### config.mk
export PLATFORM = sky130hd
export DESIGN_NAME = gpio_wake_evt
export DESIGN_NICKNAME = d
export VERILOG_FILES = /design/src/rtl/gpio_wake_pkg.sv /design/src/rtl/gpio_rst_sync.sv /design/src/rtl/gpio_edge_det.sv /design/src/rtl/gpio_evt_status.sv /design/src/rtl/gpio_wake_regs.sv /design/src/rtl/gpio_evt_combine.sv /design/src/rtl/gpio_wake_evt.sv
export SDC_FILE = /design/constraint.sdc
export NUM_CORES = 1
export LEC_CHECK = 0
export BUFFER_PORTS_ARGS = -buffer_cell sky130_fd_sc_hd__buf_4
export CORE_MARGIN = 1
export CORE_UTILIZATION = 35
export CTS_BUF_LIST = sky130_fd_sc_hd__clkbuf_8
export CTS_CLUSTER_DIAMETER = 80
export DETAILED_ROUTE_END_ITERATION = 12
export PLACE_DENSITY = 0.71
export SYNTH_ARGS = -nofsm -noshare
export SYNTH_HDL_FRONTEND = slang
export SYNTH_SLANG_ARGS = --single-unit
### constraint.sdc
create_clock -name clk -period 2.4 [get_ports clk]
set_input_delay 0.12 -clock clk [delete_from_list [all_inputs] [get_ports clk]]
set_output_delay 0.12 -clock clk [all_outputs]
set_load 0.05 [all_outputs]
### src/rtl/gpio_wake_pkg.sv
package gpio_wake_pkg;
  localparam int unsigned REG_AW       = 2;
  localparam int unsigned CTRL_GBL_BIT = 0;

  typedef enum logic [REG_AW-1:0] {
    SEL_STS    = 2'd0,
    SEL_WAKEEN = 2'd1,
    SEL_IRQEN  = 2'd2,
    SEL_CTRL   = 2'd3
  } reg_sel_e;
endpackage

### src/rtl/gpio_rst_sync.sv
module gpio_rst_sync #(
  parameter int unsigned STAGES = 2
) (
  input  logic clk,
  input  logic rst_n_in,
  output logic rst_n_out
);
  logic [STAGES-1:0] chain_q;
  logic [STAGES-1:0] chain_d;

  always_comb chain_d = {chain_q[STAGES-2:0], 1'b1};

  always_ff @(posedge clk or negedge rst_n_in) begin
    if (!rst_n_in) chain_q <= '0;
    else           chain_q <= chain_d;
  end

  assign rst_n_out = chain_q[STAGES-1];
endmodule

### src/rtl/gpio_edge_det.sv
module gpio_edge_det #(
  parameter int unsigned N_GPIO = 8
) (
  input  logic              clk,
  input  logic              rst_n,
  input  logic [N_GPIO-1:0] pin_lvl,
  input  logic [N_GPIO-1:0] pin_pol,
  input  logic [N_GPIO-1:0] pin_is_out,
  output logic [N_GPIO-1:0] edge_hit
);
  logic [N_GPIO-1:0] prev_q, prev_d;
  logic              primed_q, primed_d;

  always_comb begin
    prev_d   = pin_lvl;
    primed_d = 1'b1;
  end

  always_ff @(posedge clk or negedge rst_n) begin
    if (!rst_n) begin
      prev_q   <= '0;
      primed_q <= 1'b0;
    end else begin
      prev_q   <= prev_d;
      primed_q <= primed_d;
    end
  end

  for (genvar i = 0; i < N_GPIO; i++) begin : g_bit
    logic rise, fall, watched;
    assign rise    = pin_lvl[i] & ~prev_q[i];
    assign fall    = ~pin_lvl[i] & prev_q[i];
    assign watched = pin_pol[i] ? fall : rise;
    assign edge_hit[i] = primed_q & ~pin_is_out[i] & watched;
  end
endmodule

### src/rtl/gpio_evt_status.sv
module gpio_evt_status #(
  parameter int unsigned N_GPIO = 8
) (
  input  logic              clk,
  input  logic              rst_n,
  input  logic [N_GPIO-1:0] edge_hit,
  input  logic              clr_en,
  input  logic [N_GPIO-1:0] clr_mask,
  output logic [N_GPIO-1:0] sts_q
);
  for (genvar i = 0; i < N_GPIO; i++) begin : g_bit
    logic clr, upd, nxt;
    always_comb begin
      clr = clr_en & clr_mask[i];
      upd = edge_hit[i] | clr;
      nxt = edge_hit[i] | (sts_q[i] & ~clr);
    end
    always_ff @(posedge clk or negedge rst_n) begin
      if (!rst_n)   sts_q[i] <= 1'b0;
      else if (upd) sts_q[i] <= nxt;
    end
  end
endmodule

### src/rtl/gpio_wake_regs.sv
module gpio_wake_regs
  import gpio_wake_pkg::*;
#(
  parameter int unsigned       N_GPIO   = 8,
  parameter logic [N_GPIO-1:0] SMI_MASK = 8'h0F
) (
  input  logic              clk,
  input  logic              rst_n,
  input  logic              wr_en,
  input  logic [REG_AW-1:0] wr_addr,
  input  logic [N_GPIO-1:0] wr_data,
  input  logic [REG_AW-1:0] rd_addr,
  input  logic [N_GPIO-1:0] sts_q,
  output logic              clr_en,
  output logic [N_GPIO-1:0] wake_en_q,
  output logic [N_GPIO-1:0] irq_en_q,
  output logic              gbl_en_q,
  output logic [N_GPIO-1:0] rd_data
);
  logic              wake_we, irq_we, ctrl_we;
  logic [N_GPIO-1:0] wake_en_d, irq_en_d;
  logic              gbl_en_d;

  always_comb begin
    clr_en    = wr_en && (reg_sel_e'(wr_addr) == SEL_STS);
    wake_we   = wr_en && (reg_sel_e'(wr_addr) == SEL_WAKEEN);
    irq_we    = wr_en && (reg_sel_e'(wr_addr) == SEL_IRQEN);
    ctrl_we   = wr_en && (reg_sel_e'(wr_addr) == SEL_CTRL);
    wake_en_d = wr_data;
    irq_en_d  = wr_data & SMI_MASK;
    gbl_en_d  = wr_data[CTRL_GBL_BIT];
  end

  always_ff @(posedge clk or negedge rst_n) begin
    if (!rst_n) begin
      wake_en_q <= '0;
      irq_en_q  <= '0;
      gbl_en_q  <= 1'b0;
    end else begin
      if (wake_we) wake_en_q <= wake_en_d;
      if (irq_we)  irq_en_q  <= irq_en_d;
      if (ctrl_we) gbl_en_q  <= gbl_en_d;
    end
  end

  always_comb begin
    rd_data = '0;
    unique case (reg_sel_e'(rd_addr))
      SEL_STS:    rd_data = sts_q;
      SEL_WAKEEN: rd_data = wake_en_q;
      SEL_IRQEN:  rd_data = irq_en_q;
      SEL_CTRL:   rd_data[CTRL_GBL_BIT] = gbl_en_q;
      default:    rd_data = '0;
    endcase
  end
endmodule

### src/rtl/gpio_evt_combine.sv
module gpio_evt_combine #(
  parameter int unsigned       N_GPIO   = 8,
  parameter logic [N_GPIO-1:0] SMI_MASK = 8'h0F
) (
  input  logic [N_GPIO-1:0] sts_q,
  input  logic [N_GPIO-1:0] wake_en_q,
  input  logic [N_GPIO-1:0] irq_en_q,
  input  logic              gbl_en_q,
  input  logic [N_GPIO-1:0] pin_is_out,
  output logic              pme_req,
  output logic              smi_req
);
  logic [N_GPIO-1:0] live;

  always_comb begin
    live    = sts_q & ~pin_is_out;
    pme_req = gbl_en_q & (|(live & wake_en_q));
    smi_req = |(live & irq_en_q & SMI_MASK);
  end
endmodule

### src/rtl/gpio_wake_evt.sv
module gpio_wake_evt
  import gpio_wake_pkg::*;
#(
  parameter int unsigned       N_GPIO     = 8,
  parameter logic [N_GPIO-1:0] SMI_MASK   = 8'h0F,
  parameter int unsigned       RST_STAGES = 2
) (
  input  logic              clk,
  input  logic              rst_n,
  input  logic [N_GPIO-1:0] pin_lvl,
  input  logic [N_GPIO-1:0] pin_pol,
  input  logic [N_GPIO-1:0] pin_is_out,
  input  logic              wr_en,
  input  logic [REG_AW-1:0] wr_addr,
  input  logic [N_GPIO-1:0] wr_data,
  input  logic [REG_AW-1:0] rd_addr,
  output logic [N_GPIO-1:0] rd_data,
  output logic              pme_req,
  output logic              smi_req
);
  logic              rst_sync_n;
  logic [N_GPIO-1:0] edge_hit;
  logic [N_GPIO-1:0] sts_q;
  logic [N_GPIO-1:0] wake_en_q, irq_en_q;
  logic              gbl_en_q;
  logic              clr_en;

  gpio_rst_sync #(.STAGES(RST_STAGES)) u_rst (
    .clk(clk), .rst_n_in(rst_n), .rst_n_out(rst_sync_n)
  );

  gpio_edge_det #(.N_GPIO(N_GPIO)) u_edge (
    .clk(clk), .rst_n(rst_sync_n), .pin_lvl(pin_lvl), .pin_pol(pin_pol),
    .pin_is_out(pin_is_out), .edge_hit(edge_hit)
  );

  gpio_evt_status #(.N_GPIO(N_GPIO)) u_sts (
    .clk(clk), .rst_n(rst_sync_n), .edge_hit(edge_hit), .clr_en(clr_en),
    .clr_mask(wr_data), .sts_q(sts_q)
  );

  gpio_wake_regs #(.N_GPIO(N_GPIO), .SMI_MASK(SMI_MASK)) u_regs (
    .clk(clk), .rst_n(rst_sync_n), .wr_en(wr_en), .wr_addr(wr_addr),
    .wr_data(wr_data), .rd_addr(rd_addr), .sts_q(sts_q), .clr_en(clr_en),
    .wake_en_q(wake_en_q), .irq_en_q(irq_en_q), .gbl_en_q(gbl_en_q),
    .rd_data(rd_data)
  );

  gpio_evt_combine #(.N_GPIO(N_GPIO), .SMI_MASK(SMI_MASK)) u_comb (
    .sts_q(sts_q), .wake_en_q(wake_en_q), .irq_en_q(irq_en_q),
    .gbl_en_q(gbl_en_q), .pin_is_out(pin_is_out),
    .pme_req(pme_req), .smi_req(smi_req)
  );
endmodule

==> run_results.csv <==
group,metric,value,unit
status,status,"finished clean",
sta,fmax,570,MHz
power,switching_share,31.7,%
run,maxCapViolations,0,
setup_path,crit_type,"reg2out",
yosys,postSynthAreaPerCell,11.4,sq um
yosys,ys_warn_count,0,
placement,dp_hpwl,2.61,mm
power,seqPwrFrac,44.1,%
sta,rsz0062_at_grt,"false",
global_routing,grt_max_degree,28,
global_routing,grt_pass1_vias,1250,
global_routing,antenna_found_initial,0,
clock_network,cts.sinks,32,
placement,place.gp.congestion,0.776,
sta,maxSlewViolCount,0,
global_routing,grt_pass1_wl,5.75,mm
die,start_util,37.4,%
setup_path,critPathMaxStageDelay,400,ps
die,rows,23,
drt,drt-initial-drc-count,43,
worst_hold_path,hold_class,"reg2async",
final_layout,drive_above_1_share,36.9,%
power,combPwrFrac,28.5,%
die,fp.dieH,68.1,microns
setup_path,critPathRequiredTime,2280,ps
final_layout,layout.nets,236,
setup_path,r2r_setup_slack,1480,ps
clock_network,htree_levels,2,
sta,finalSetupTns,0,ps
clock_network,cts_tree,"built",
setup_path,worstPathCellList,"nor2b_1 -> a32o_1 -> o41a_1 -> buf_4",
clock_network,clkTransAtPathRegs,70,ps
clock_network,cts_buffer_depth,2,
setup_path,path_delay_family,"compound AO/OA/AOI/OAI gates",
final_layout,final_common_cell,"buf_4",
yosys,synthDistinctLibCells,24,
yosys,yosysSeqAreaShare,52.3,%
final_layout,final_cell_mix,"49 x buf_4, 32 x dfrtp_1, 22 x nand2_1",
drt,firstDrtPassIters,4,
global_routing,overflow,0,
final_layout,area_growth,39.6,%
setup_path,timing.rr.start,"u_edge.prev_q[0]",
die,die_w,68.1,microns
drt,drt_wl_total,3.52,mm
setup_path,worst-path-buf-inv,1,
setup_path,cp-end-kind,"output pin",
setup_path,cp_slowest_cell,"dfrtp_1",
sta,skew,7.39,ps
sta,post-route-period-util,73.0,%
clock_network,cts_resized,0,
final_layout,utilization,52.3,%
sta,post-route-min-period,1750,ps
drt,detail_route.wl_per_cell,14.2,microns
drt,drc,0,
setup_path,cp-start-kind,"register",
global_routing,grt_usage,17.8,%
clock_network,cts_buffers,5,
power,clockPowerShare,27.4,%
drt,vias,1259,
yosys,synth_area,1530,sq um
sta,finalSetupViolations,0,
clock_network,clock_latency,280,ps
power,power_leakage,1.00,nW
final_layout,multi_input_area,691,sq um
sta,hold_viol,0,
power,switchingPower,0.490,mW
yosys,syn-instance-count,134,
placement,portBuffers,48,
final_layout,antennaDiodeCount,0,
final_layout,register_area,801,sq um
power,power_per_cell_area,724,nW/um^2
die,io_pins,49,
power,peakVddDrop,453,uV
clock_network,root_buffer,"clkbuf_8",
die,core_area,4090,sq um
final_layout,fillers,391,
setup_path,critPathArrivalTime,1630,ps
power,internal_power,1.06,mW
yosys,ys_ff_latch,32,
drt,ant_nets,0,
drt,viasPerCell,5.08,
setup_path,reg2regPathDepth,3,
setup_path,worstPathMaxFanout,3,
die,dieArea,4640,sq um
setup_path,reg2reg_to,"u_sts.sts_q[0]",
synthesized netlist by cell type, drive strengths merged:
cell type	number	area (sq um)
dfrtp	32	801
nand2	22	82.6
mux2	13	146
a32o	10	100
o22ai	9	56.3
inv	8	30.0
nand2b	8	50.1
mux2i	7	70.1
nor2b	5	38.8
nor2	4	15.0
o21ai	3	15.0
a22oi	2	15.0
buf	2	8.75
nand3b	2	27.5
a22o	1	8.76
clkbuf	1	3.75
conb	1	3.75
mux4	1	22.5
nand3	1	5.00
nor3b	1	18.8
o41a	1	11.3
power groups by stage:
stage               clock (mW)  sequential, mW  combinational [mW]
floorplan                    0           0.677               0.286
global route             0.457           0.694               0.474
global placement             0           0.688               0.428
detailed placement           0           0.693               0.431
CTS                      0.436           0.682               0.444
finish                   0.424           0.682               0.440
final cells by class:
class / instances / share of cell area, %
Clock buffer: 6 / 3.87
Clock inverter: 2 / 0.527
Inverter: 8 / 1.41
Multi-Input combinational cell: 92 / 32.3
Sequential cell: 32 / 37.5
Tap cell: 50 / 2.93
Timing Repair Buffer: 58 / 21.4
metal layers:
| layer | GRT usage [%] | vias to the layer above | wire, microns |
|---|---|---|---|
| met4 | 9.38 | 0 | 62 |
| met3 | 5.67 | 4 | 214 |
| met5 | 0 | - | 0 |
| li1 | - | 606 | - |
| met1 | 24.0 | 613 | 1620 |
| met2 | 25.4 | 36 | 1620 |
registers in the layout (all words and copies together) (netlist names):
| name | flops |
|---|---|
| u_regs.wake_en_q | 8 |
| u_regs.irq_en_q | 4 |
| u_rst.chain_q | 2 |
| u_regs.gbl_en_q | 1 |
| u_edge.prev_q | 8 |
| u_sts.sts_q | 8 |
| u_edge.primed_q | 1 |
timing repair:
action                    CTS  global route
hold endpoints to repair   10             0
hold buffers                9             0
setup buffers               0             0
worst max path at each step:
stage / to / startpoint / cells past startpoint
after floorplan: rd_data[1] / rd_addr[0] / 3
after global placement: pme_req / u_sts.sts_q[3] / 4
after detailed placement: pme_req / u_sts.sts_q[3] / 4
after CTS: pme_req / u_sts.sts_q[3] / 4
after global routing: pme_req / u_sts.sts_q[1] / 4
final: pme_req / u_sts.sts_q[1] / 4
cell families after synthesis:
| logic type | after synthesis | synth area share (%) |
|---|---|---|
| DFF | 32 | 52.3 |
| other | 1 | 0.245 |
| buffers and inverters | 11 | 2.78 |
| muxes | 21 | 15.6 |
| AOI/OAI and AO/OA | 26 | 13.5 |
| and+or+nand+nor | 43 | 15.5 |
per-stage QoR:
stage	setup WS (ps)	instance area [sq um]	cells	hold slack (ps)	power, mW
after floorplan	754	1530	135	-176	0.962
after global placement	959	1950	231	-95.0	1.12
after detailed placement	958	1950	231	-95.8	1.12
after CTS	647	2140	248	68.1	1.56
after global routing	604	2140	248	73.2	1.62
final	647	2140	248	60.3	1.55
Note: power is estimated with default switching activity, not from simulation.
